===== src/rtl/veoi_pkg.sv =====
package veoi_pkg;
    typedef enum logic [2:0] {
        ACC_IDLE   = 3'd0,
        ACC_READ   = 3'd1,
        ACC_UNDEF  = 3'd2,
        ACC_TRAP64 = 3'd3,
        ACC_TRAP32 = 3'd4
    } acc_state_e;

    typedef enum logic [1:0] {
        LVL_USER   = 2'd0,
        LVL_KERNEL = 2'd1,
        LVL_HYP    = 2'd2,
        LVL_MON    = 2'd3
    } exc_level_e;

    localparam int SYND_W = 6;
    localparam logic [SYND_W-1:0] TRAP_SYNDROME = 6'h03;
endpackage


===== src/rtl/veoi_status_gen.sv =====
module veoi_status_gen #(
    parameter int NUM_ENT = 16,
    parameter int STATE_W = 2
) (
    input  logic                       clk,
    input  logic                       rst_n,
    input  logic [NUM_ENT*STATE_W-1:0] ent_state,
    input  logic [NUM_ENT-1:0]         ent_hwlink,
    input  logic [NUM_ENT-1:0]         ent_eoi_req,
    output logic [NUM_ENT-1:0]         status_q
);
    logic [NUM_ENT-1:0] qual;

    for (genvar g = 0; g < NUM_ENT; g++) begin : g_ent
        assign qual[g] = (ent_state[g*STATE_W +: STATE_W] == '0)
                       & ~ent_hwlink[g] & ent_eoi_req[g];

        // a set bit needs an EOI request in the previous cycle
        assert_eoi_needed_R1: assert property (@(posedge clk) disable iff (!rst_n)
            status_q[g] |-> $past(ent_eoi_req[g]));
        // a hardware-linked entry never flags
        assert_hw_excludes_R1: assert property (@(posedge clk) disable iff (!rst_n)
            status_q[g] |-> !$past(ent_hwlink[g]));
    end

    always_ff @(posedge clk or negedge rst_n) begin
        if (!rst_n) status_q <= '0;
        else        status_q <= qual;
    end
endmodule


===== src/rtl/veoi_enc_match.sv =====
module veoi_enc_match #(
    parameter logic [3:0] COPROC = 4'd15,
    parameter logic [2:0] OPC1   = 3'd4,
    parameter logic [3:0] CRN    = 4'd12,
    parameter logic [3:0] CRM    = 4'd11,
    parameter logic [2:0] OPC2   = 3'd3
) (
    input  logic       req_valid,
    input  logic [3:0] req_coproc,
    input  logic [2:0] req_opc1,
    input  logic [3:0] req_crn,
    input  logic [3:0] req_crm,
    input  logic [2:0] req_opc2,
    output logic       req_hit
);
    always_comb begin
        req_hit = req_valid
                & (req_coproc == COPROC)
                & (req_opc1 == OPC1)
                & (req_crn == CRN)
                & (req_crm == CRM)
                & (req_opc2 == OPC2);
    end
endmodule


===== src/rtl/veoi_access_ctrl.sv =====
module veoi_access_ctrl
    import veoi_pkg::*;
#(
    parameter int NUM_ENT = 16,
    parameter int DATA_W  = 32
) (
    input  logic               clk,
    input  logic               rst_n,
    input  logic               req_hit,
    input  logic [1:0]         cur_el,
    input  logic               el2_present,
    input  logic               el2_enabled,
    input  logic               el2_is_64,
    input  logic               hyp_trap_crn12,
    input  logic               hyp_sysif_en,
    input  logic               mon_sysif_en,
    input  logic [NUM_ENT-1:0] status_word,
    output logic               rsp_valid,
    output logic [DATA_W-1:0]  rsp_data,
    output logic               rsp_undef,
    output logic               rsp_trap64,
    output logic               rsp_trap32,
    output logic [SYND_W-1:0]  rsp_syndrome
);
    localparam int PAD_W = DATA_W - NUM_ENT;

    acc_state_e state_q, state_d;
    logic [NUM_ENT-1:0] snap_q;
    logic               l2_live;

    assign l2_live = el2_present & el2_enabled;

    // next-state decision tree
    always_comb begin
        state_d = ACC_IDLE;
        if (req_hit) begin
            unique case (exc_level_e'(cur_el))
                LVL_USER:   state_d = ACC_UNDEF;
                LVL_KERNEL: begin
                    if (l2_live && hyp_trap_crn12)
                        state_d = el2_is_64 ? ACC_TRAP64 : ACC_TRAP32;
                    else
                        state_d = ACC_UNDEF;
                end
                LVL_HYP:    state_d = hyp_sysif_en ? ACC_READ : ACC_UNDEF;
                LVL_MON:    state_d = mon_sysif_en ? ACC_READ : ACC_UNDEF;
                default:    state_d = ACC_UNDEF;
            endcase
        end
    end

    // state register and data snapshot
    always_ff @(posedge clk or negedge rst_n) begin
        if (!rst_n) begin
            state_q <= ACC_IDLE;
            snap_q  <= '0;
        end else begin
            state_q <= state_d;
            if (req_hit)
                snap_q <= (cur_el == LVL_MON && !el2_present) ? '0 : status_word;
        end
    end

    // outputs from state
    always_comb begin
        rsp_valid    = 1'b0;
        rsp_undef    = 1'b0;
        rsp_trap64   = 1'b0;
        rsp_trap32   = 1'b0;
        rsp_syndrome = '0;
        rsp_data     = '0;
        unique case (state_q)
            ACC_IDLE:   ;
            ACC_READ: begin
                rsp_valid = 1'b1;
                rsp_data  = {{PAD_W{1'b0}}, snap_q};
            end
            ACC_UNDEF:  rsp_undef = 1'b1;
            ACC_TRAP64: begin
                rsp_trap64   = 1'b1;
                rsp_syndrome = TRAP_SYNDROME;
            end
            ACC_TRAP32: begin
                rsp_trap32   = 1'b1;
                rsp_syndrome = TRAP_SYNDROME;
            end
            default:    ;
        endcase
    end

    assert_el0_undef_R6: assert property (@(posedge clk) disable iff (!rst_n)
        (req_hit && cur_el == 2'd0) |=> rsp_undef);
    assert_hyp_gate_R9: assert property (@(posedge clk) disable iff (!rst_n)
        (req_hit && cur_el == 2'd2 && !hyp_sysif_en) |=> (rsp_undef && !rsp_valid));
    assert_trap_syndrome_R7: assert property (@(posedge clk) disable iff (!rst_n)
        (rsp_trap64 || rsp_trap32) |-> (rsp_syndrome == 6'h03));
    assert_one_response_R11: assert property (@(posedge clk) disable iff (!rst_n)
        $onehot0({rsp_valid, rsp_undef, rsp_trap64, rsp_trap32}));
    assert_single_cycle_R11: assert property (@(posedge clk) disable iff (!rst_n)
        !req_hit |=> !(rsp_valid || rsp_undef || rsp_trap64 || rsp_trap32));
endmodule


===== src/rtl/veoi_status_top.sv =====
module veoi_status_top
    import veoi_pkg::*;
#(
    parameter int NUM_ENT = 16,
    parameter int STATE_W = 2,
    parameter int DATA_W  = 32
) (
    input  logic                       clk,
    input  logic                       rst_n,
    input  logic [NUM_ENT*STATE_W-1:0] ent_state,
    input  logic [NUM_ENT-1:0]         ent_hwlink,
    input  logic [NUM_ENT-1:0]         ent_eoi_req,
    input  logic                       req_valid,
    input  logic [3:0]                 req_coproc,
    input  logic [2:0]                 req_opc1,
    input  logic [3:0]                 req_crn,
    input  logic [3:0]                 req_crm,
    input  logic [2:0]                 req_opc2,
    input  logic [1:0]                 cur_el,
    input  logic                       el2_present,
    input  logic                       el2_enabled,
    input  logic                       el2_is_64,
    input  logic                       hyp_trap_crn12,
    input  logic                       hyp_sysif_en,
    input  logic                       mon_sysif_en,
    output logic                       rsp_valid,
    output logic [DATA_W-1:0]          rsp_data,
    output logic                       rsp_undef,
    output logic                       rsp_trap64,
    output logic                       rsp_trap32,
    output logic [SYND_W-1:0]          rsp_syndrome
);
    logic [NUM_ENT-1:0] status_q;
    logic               req_hit;

    veoi_status_gen #(.NUM_ENT(NUM_ENT), .STATE_W(STATE_W)) u_status (
        .clk        (clk),
        .rst_n      (rst_n),
        .ent_state  (ent_state),
        .ent_hwlink (ent_hwlink),
        .ent_eoi_req(ent_eoi_req),
        .status_q   (status_q)
    );

    veoi_enc_match u_match (
        .req_valid (req_valid),
        .req_coproc(req_coproc),
        .req_opc1  (req_opc1),
        .req_crn   (req_crn),
        .req_crm   (req_crm),
        .req_opc2  (req_opc2),
        .req_hit   (req_hit)
    );

    veoi_access_ctrl #(.NUM_ENT(NUM_ENT), .DATA_W(DATA_W)) u_access (
        .clk           (clk),
        .rst_n         (rst_n),
        .req_hit       (req_hit),
        .cur_el        (cur_el),
        .el2_present   (el2_present),
        .el2_enabled   (el2_enabled),
        .el2_is_64     (el2_is_64),
        .hyp_trap_crn12(hyp_trap_crn12),
        .hyp_sysif_en  (hyp_sysif_en),
        .mon_sysif_en  (mon_sysif_en),
        .status_word   (status_q),
        .rsp_valid     (rsp_valid),
        .rsp_data      (rsp_data),
        .rsp_undef     (rsp_undef),
        .rsp_trap64    (rsp_trap64),
        .rsp_trap32    (rsp_trap32),
        .rsp_syndrome  (rsp_syndrome)
    );

    assert_foreign_coproc_R5: assert property (@(posedge clk) disable iff (!rst_n)
        (req_valid && req_coproc != 4'd15)
        |=> !(rsp_valid || rsp_undef || rsp_trap64 || rsp_trap32));
endmodule


===== config.mk =====
export PLATFORM = sky130hd
export DESIGN_NAME = veoi_status_top
export DESIGN_NICKNAME = d
export VERILOG_FILES = /design/src/rtl/veoi_pkg.sv /design/src/rtl/veoi_status_gen.sv /design/src/rtl/veoi_enc_match.sv /design/src/rtl/veoi_access_ctrl.sv /design/src/rtl/veoi_status_top.sv
export SDC_FILE = /design/constraint.sdc
export NUM_CORES = 1
export LEC_CHECK = 0
export BUFFER_PORTS_ARGS = -buffer_cell sky130_fd_sc_hd__buf_2
export CORE_MARGIN = 1
export CORE_UTILIZATION = 39
export CTS_CLUSTER_DIAMETER = 100
export DETAILED_ROUTE_END_ITERATION = 16
export PLACE_DENSITY = 0.84
export SKIP_CTS_REPAIR_TIMING = 1
export SYNTH_ARGS = -nofsm -noshare
export SYNTH_HDL_FRONTEND = slang
export SYNTH_HIERARCHICAL = 1
export SYNTH_SLANG_ARGS = --single-unit

===== constraint.sdc =====
create_clock -name clk -period 1.49 [get_ports clk]
set_input_delay 0.149 -clock clk [delete_from_list [all_inputs] [get_ports clk]]
set_output_delay 0.149 -clock clk [all_outputs]
set_load 0.01 [all_outputs]

==> results.env, run 1 <==
SYNTH_ASYNC_SR_FLOP_SHARE=1.000
SYNTH_AREA_SQ_UM=1729
TOTAL_SWITCHING_POWER_mW=0.3793
START_UTIL=0.4202
POWER_REPORT.INTERNAL_TOTAL_mW=1.385
FLOORPLAN.ROWS=23
FLOORPLAN_DIE_AREA_SQ_UM=4704
RUN_STATUS='finished with violations'
TIMING.FINAL.WS_SETUP_NS=-0.02335
LEAKAGE_nW=1.307
ROUTED_VIA_DENSITY=4.623
CRITICAL_PATH.MAX_FANOUT=17
SETUP.WORST_PATH.END_CLASS='primary output'
FINALWEIGHTEDCONGESTION=0.7643
CRITICAL_PATH.TOP_DELAY_FAMILY='flip-flops'
SLEW-LIMIT-HEADROOM=0.4993
SETUP.REG_TO_REG.WORST_SLACK_NS=0.79
SYN_AVG_CELL_AREA_SQ_UM=13.20
YS_TYPES=28
CP.ARRIVAL_NS=1.36
MAXCAPVIOLATIONS=0
VIAS=1387
DPL.HPWL_MM=3.096
LAYOUT_WORST_PATH_CYCLE_SHARE=1.016
SYNTH_ENABLE_FLOP_CELLS=0
TRITONCTS='built'
FIRST_GLOBAL_VIAS=1304
CTS.ROOT.BUFFER_CELL='clkbuf_8'
MAXSLEWVIOLCOUNT=0
CHIPHEIGHT_MICRONS=68.59
FINALNONFILLERCELLS=300
GRT_USAGE=0.1734
WORSTREGTOREGCELLS=1
ANT_NETS=0
CLOCK_INSERTION_DELAY_WORST_SKEW_NS=0.27
POWER.DENSITY_CELL_AREA_nW_PER_UM2=732.9
POWER_FRAC_CLOCK=0.333
DRC=0
FIRST_ITER_VIOLATIONS=31
PLACE_INST=293
COMB_POWER_SHARE=0.120
HOLD_PATH.CLASS='in -> reg'
FILL_CELL_COUNT=353
TIMING.FINAL.SETUP_VIOLATIONS=9
RSZ0062_AT_GRT='yes'
SHARE_OF_LAYOUT_CELLS_ABOVE_DRIVE_STRENGTH_1=0.5800
WORSTHOLDENDPOINT='u_status/status_q[6]'
TOTALWIRELENGTH_MM=3.780
NUM_ANTENNA_CELLS=0
FAILED_CHECKS='setup timing'
TRITONCTS.NUM_BUFFERS=5
GRT_FIRST_PASS_WIRELENGTH_MM=5.823
DP_SLACK_NS=-0.2928
NUM-NETS-FINAL=344
WORST_HOLD_PATH.NUM_CELLS=2
IO_PINS=135
FMAXACHIEVABLE_GHz=0.6608
CRITPATHMAXSTAGEDELAY_NS=0.42
CRITPATHKIND='reg -> out'
CLOCK_PATH_BUFFERS=2
YS_FF_LATCH=35
SEQUENTIAL_CELL_AREA_FRACTION_IN_THE_YOSYS_REPORT=0.5065
POSTSYNTHCELLCOUNT=131
LEAST_MARGIN_PIN_SLEW_NS=0.7510
GRT_OVERFLOW=0
NUMPORTBUFFERS=114
DRT-WIRELENGTH-PER-CELL_MICRONS=12.60
SYNTHFLOPTYPE='dfrtp_1'
R2R-END='u_access/snap_q[15]'
MAX_H_TREE_LEVEL=2
FP.COREAREA_SQ_UM=4115
FIRSTDRTPASSITERS=4
CTS.SINK_COUNT=35
CRITICAL_PATH_REQUIRED_NS=1.34
CRITPATHBUFINV=2
RR_STARTPOINT='u_access/snap_q[15]'
SWSHARE=0.2150
CPMAXSTAGEDELAYCELL='dfrtp_1'
FINALHOLDVIOLCOUNT=0
DIE_WIDTH_MICRONS=68.59
POWER.IR.VDD_WORST_mV=0.5735
SEQ_POWER_SHARE=0.547
INITIAL_ANTENNA_VIOLATION_COUNT=0
YOSYSWARNINGS=6
HOLD_PATH_STARTPOINT='ent_state[13]'
SETUP.WORST_PATH.START_CLASS='register'
GRT_START_MAX_NET_PINS=36
TIMING.FINAL.CRIT_PERIOD_NS=1.513
LAYOUT-AREA-OVERHEAD-VS-SYNTH_PCT=39.22
FINAL.SETUP_SKEW_NS=0.001544
CRITICAL_PATH_CELL_BY_CELL='nor3b_4 > buf_6 > and2_1 > buf_2'
CLK_TRANSITION_REPORTED_PATHS_NS=0.06
[layout by cell type (no fill, tap or decap)]
cell type and instances:
nor3_1 1, buf_2 112, buf_12 2, and3_1 1
dlygate4sd3_1 1, clkbuf_1 1, mux2_2 1, and3b_1 1
nor3b_4 1, clkbuf_8 5, nor4_2 1, nand4b_1 2
and4b_1 1, nand3_1 1, nand4_1 1, dfrtp_1 35
nor4b_2 16, a31oi_4 1, inv_1 1, conb_1 20
nor2b_1 1, buf_6 3, a22o_1 16, inv_2 1
or2_4 1, and2_1 16, nor3b_1 2, nand2_1 2
or4b_4 1, o211a_1 1, a21oi_1 1
[state kept, by name (all words and copies together), names as in the netlist]
| register | cells |
|---|---|
| u_access/snap_q | 16 |
| u_access/state_q | 3 |
| u_status/status_q | 16 |
[final cells by class]
cell class / count / area [sq um] / share of cell area
Inverter: 2 / 7.507 / 0.003119
Tap cell: 50 / 62.56 / 0.02599
Timing Repair Buffer: 118 / 644.4 / 0.2677
Multi-Input combinational cell: 89 / 744.5 / 0.3093
Clock buffer: 6 / 72.57 / 0.03015
Sequential cell: 35 / 875.8 / 0.3638
[cells by family (layout without fill, tap and decap cells)]
family                 Yosys count  after routing  share of synthesized area
buffers and inverters           26            126                     0.1114
other                            1             20                   0.002169
AOI/OAI and AO/OA               19             19                     0.1020
muxes                            1              1                   0.006512
DFF                             35             35                     0.5065
and+or+nand+nor                 49             49                     0.2714
[through the flow]
stage          utilization  setup TNS [ns]  hold slack [ns]  power, mW  instance area [sq um]
5_1_grt             0.5850          -2.999          0.01157      1.865                   2407
3_3_place_gp        0.5579          -4.403           0.2435      1.181                   2296
4_1_cts             0.5756         -0.9255         -0.03845      1.782                   2369
3_5_place_dp        0.5579          -4.733           0.2595      1.190                   2296
6_report            0.5850        -0.07255          0.02780      1.764                   2407
2_1_floorplan            -          -2.202          -0.1466      1.073                   1800
[Yosys cell counts, types with 2 or more instances]
library cell,instances,area (sq um)
a22o_1,16,140.1
and2_1,16,100.1
buf_4,21,157.7
buf_6,2,22.52
dfrtp_1,35,875.8
nand2_1,2,7.510
nand4b_1,2,17.52
nor3b_1,2,15.01
nor4b_2,16,240.2
[power by group through the flow]
| stage | Combinational [mW] | Clock (mW) | Sequential, mW |
|---|---|---|---|
| 2_1_floorplan | 0.0921 | 0 | 0.981 |
| 3_3_place_gp | 0.199 | 0 | 0.982 |
| 3_5_place_dp | 0.208 | 0 | 0.982 |
| 4_1_cts | 0.208 | 0.609 | 0.965 |
| 5_1_grt | 0.237 | 0.664 | 0.964 |
| 6_report | 0.212 | 0.588 | 0.965 |
[metal layers]
layer | global-route usage | up-vias | share of wire | wire length, microns
met4 | 0.07813 | 0 | 0.021 | 78
met3 | 0.02796 | 8 | 0.047 | 177
met1 | 0.1895 | 639 | 0.34 | 1301
met5 | 0 | - | 0 | 0
li1 | - | 681 | - | -
met2 | 0.3248 | 59 | 0.59 | 2222
[worst max path at each step]
| stage | from | endpoint | slack [ns] | depth (start not counted) |
|---|---|---|---|---|
| global route | req_opc1[1] | u_access/snap_q[7] | -0.12 | 8 |
| floorplan | req_opc1[1] | u_access/snap_q[14] | -0.18 | 7 |
| finish | u_access/state_q[2] | rsp_data[2] | -0.02 | 4 |
| detailed placement | req_opc1[1] | u_access/snap_q[1] | -0.29 | 8 |
| global placement | req_opc1[1] | u_access/snap_q[2] | -0.26 | 8 |
| CTS | u_access/state_q[2] | rsp_data[2] | -0.09 | 4 |
No activity file was read; power rests on OpenSTA's default activity.
==> inputs of run 2 (changes only) <==
--- a/config.mk
+++ b/config.mk
@@ -7,10 +7,10 @@
 export LEC_CHECK = 0
 export BUFFER_PORTS_ARGS = -buffer_cell sky130_fd_sc_hd__buf_2
 export CORE_MARGIN = 1
-export CORE_UTILIZATION = 39
+export CORE_UTILIZATION = 42
 export CTS_CLUSTER_DIAMETER = 100
 export DETAILED_ROUTE_END_ITERATION = 16
-export PLACE_DENSITY = 0.84
+export PLACE_DENSITY = 0.9
 export SKIP_CTS_REPAIR_TIMING = 1
 export SYNTH_ARGS = -nofsm -noshare
 export SYNTH_HDL_FRONTEND = slang
==> constraint.sdc (replaced) <==
create_clock -name clk -period 1.9 [get_ports clk]
set_input_delay 0.19 -clock clk [delete_from_list [all_inputs] [get_ports clk]]
set_output_delay 0.19 -clock clk [all_outputs]
set_load 0.01 [all_outputs]
==> results.env, run 2 (same netlist as run 1, synthesis figures left out) <==
RUN_STATUS='finished with violations'
FAILED_CHECKS='hold timing'
ROUTED_VIA_DENSITY=4.779  # +3.4%
MAX_H_TREE_LEVEL=2  # unchanged
SWSHARE=0.1963  # -0.01871
IO_PINS=135  # unchanged
CRITICAL_PATH_CELL_BY_CELL='nor3b_4 > and2_1 > buf_2'
COMB_POWER_SHARE=0.101  # -0.019
CRITICAL_PATH.TOP_DELAY_FAMILY='simple AND/OR/NAND/NOR gates'
WORSTREGTOREGCELLS=1  # unchanged
MAXSLEWVIOLCOUNT=0  # unchanged
POWER_FRAC_CLOCK=0.418  # +0.085
SETUP.WORST_PATH.START_CLASS='register'
GRT_OVERFLOW=0  # unchanged
POWER_REPORT.INTERNAL_TOTAL_mW=1.263  # -8.8%
SLEW-LIMIT-HEADROOM=0.5220  # +0.02270
TOTAL_SWITCHING_POWER_mW=0.3084  # -19%
MOST-COMMON-LAYOUT-CELLS='buf_2, dfrtp_1, conb_1'
VIAS=1424  # +2.7%
CRITPATHMAXSTAGEDELAY_NS=0.50  # +0.08 ns
POWER.IR.VDD_WORST_mV=0.4676  # -18%
CRITPATHBUFINV=1  # -1
FP.COREAREA_SQ_UM=3799  # -7.7%
LAYOUT_COMMONEST_CELL='buf_2'
CLOCK_PATH_BUFFERS=2  # unchanged
NUMPORTBUFFERS=114  # unchanged
GRT_USAGE=0.1794  # +0.005994
DRC=0  # unchanged
LAYOUT-AREA-OVERHEAD-VS-SYNTH_PCT=39.00
CLOCK_INSERTION_DELAY_WORST_SKEW_NS=0.27  # about the same
LAYOUT_TOP_REGISTERS='u_access/snap_q x16, u_status/status_q x16, u_access/state_q x3'
FINALWEIGHTEDCONGESTION=0.7152  # -6.4%
FINAL.SETUP_SKEW_NS=0.003680  # +0.002136 ns
START_UTIL=0.4552  # +0.03502
CTS.SINK_COUNT=35  # unchanged
TOTALWIRELENGTH_MM=3.523  # -6.8%
FINALNONFILLERCELLS=298  # -0.67%
FIRSTDRTPASSITERS=4  # unchanged
MAXCAPVIOLATIONS=0  # unchanged
CLK_TRANSITION_REPORTED_PATHS_NS=0.06  # about the same
CP.DEPTH=3  # -1
FMAXACHIEVABLE_GHz=0.5761
NUM_ANTENNA_CELLS=0  # unchanged
TIMING.FINAL.SETUP_VIOLATIONS=0  # -9
SETUP_TOTAL_NEGATIVE_SLACK_NS=0  # +0.07255 ns
PLACE_INST=290  # -1.0%
SETUP.WORST_PATH.END_CLASS='primary output'
TRITONCTS.NUM_BUFFERS=5  # unchanged
LAYOUT_WORST_PATH_CYCLE_SHARE=0.9135
CRITICAL_PATH_REQUIRED_NS=1.71  # +0.37 ns
DRT-WIRELENGTH-PER-CELL_MICRONS=11.82  # -6.2%
FIRST_GLOBAL_VIAS=1377  # +5.6%
CRITICAL_PATH.MAX_FANOUT=17  # unchanged
CTS.ROOT.BUFFER_CELL='clkbuf_8'
NUM-NETS-FINAL=342  # -0.58%
SHARE_OF_LAYOUT_CELLS_ABOVE_DRIVE_STRENGTH_1=0.5800  # unchanged
FLOORPLAN.ROWS=22  # -4.3%
DPL.HPWL_MM=2.960  # -4.4%
LAYOUT.CORE_UTILIZATION=0.6327  # +0.04776
LEAST_MARGIN_PIN_SLEW_NS=0.7170  # -0.03405 ns
POWER.DENSITY_CELL_AREA_nW_PER_UM2=653.7  # -11%
GRT_START_MAX_NET_PINS=36  # unchanged
INITIAL_ANTENNA_VIOLATION_COUNT=0  # unchanged
FILL_CELL_COUNT=312  # -12%
TRITONCTS='built'
CRITPATHKIND='reg -> out'
HOLD_PATH.CLASS='in -> async'
RSZ0062_AT_GRT='no'
SEQ_POWER_SHARE=0.481  # -0.066
ANT_NETS=0  # unchanged
LEAKAGE_nW=1.317  # +0.81%
TIMING.FINAL.CRIT_PERIOD_NS=1.736
CP.ARRIVAL_NS=1.55  # +0.19 ns
CPMAXSTAGEDELAYCELL='nor3b_4'
FINALHOLDVIOLCOUNT=35  # +35
FIRST_ITER_VIOLATIONS=17  # -45%
DIE_WIDTH_MICRONS=66.17  # -3.5%
TIMING.HOLD.WS_NS=-0.02972  # -0.05752 ns
GRT_FIRST_PASS_WIRELENGTH_MM=5.747  # -1.3%
FLOORPLAN_DIE_AREA_SQ_UM=4378  # -6.9%
CHIPHEIGHT_MICRONS=66.17  # -3.5%
==> run 2: through the flow <==
stage          total power [mW]  area, sq um  hold WS, ns  worst slack, ns
2_1_floorplan            0.8418         1800      -0.1056           0.1005
3_3_place_gp             0.9246         2286       0.2823          0.02537
3_5_place_dp             0.9296         2286       0.2839         -0.02845
4_1_cts                   1.590         2404     -0.01712           0.1100
5_1_grt                   1.642         2404      0.02493          0.01569
6_report                  1.571         2404     -0.02972           0.1643
==> run 2: layout make-up <==
type / instances / area [sq um] / share of cell area
Sequential cell: 35 / 875.8 / 0.3644
Multi-Input combinational cell: 89 / 732.0 / 0.3045
Timing Repair Buffer: 116 / 610.6 / 0.2540
Clock buffer: 6 / 82.58 / 0.03436
Tap cell: 48 / 60.06 / 0.02499
Clock inverter: 2 / 35.03 / 0.01458
Inverter: 2 / 7.507 / 0.003123
==> run 2: worst paths after layout <==
check / start / end / slack (ns)
setup / recovery: u_access/state_q[2] / rsp_data[3] / 0.16
hold reg to reg: u_status/status_q[6] / u_access/snap_q[6] / 0.46
hold / removal: rst_n / u_access/snap_q[10] / -0.03
min in group clk: ent_state[29] / u_status/status_q[14] / 0.07
max in group asynchronous: rst_n / u_access/snap_q[14] / 1.48
setup reg to reg: u_access/snap_q[15] / u_access/snap_q[15] / 1.19
==> run 2: power by group through the flow <==
stage	Combinational [mW]	Clock (mW)	Sequential (mW)
6_report	0.158	0.657	0.756
5_1_grt	0.177	0.709	0.756
4_1_cts	0.160	0.674	0.756
3_5_place_dp	0.160	0	0.770
3_3_place_gp	0.155	0	0.770
2_1_floorplan	0.0724	0	0.769
==> run 2: metal layers <==
layer	GRT usage	part of all wire	up-vias
met5	0	0	-
met4	0.1064	0.030	0
met3	0.05862	0.076	11
met2	0.3227	0.56	65
met1	0.1773	0.33	675
li1	-	-	673
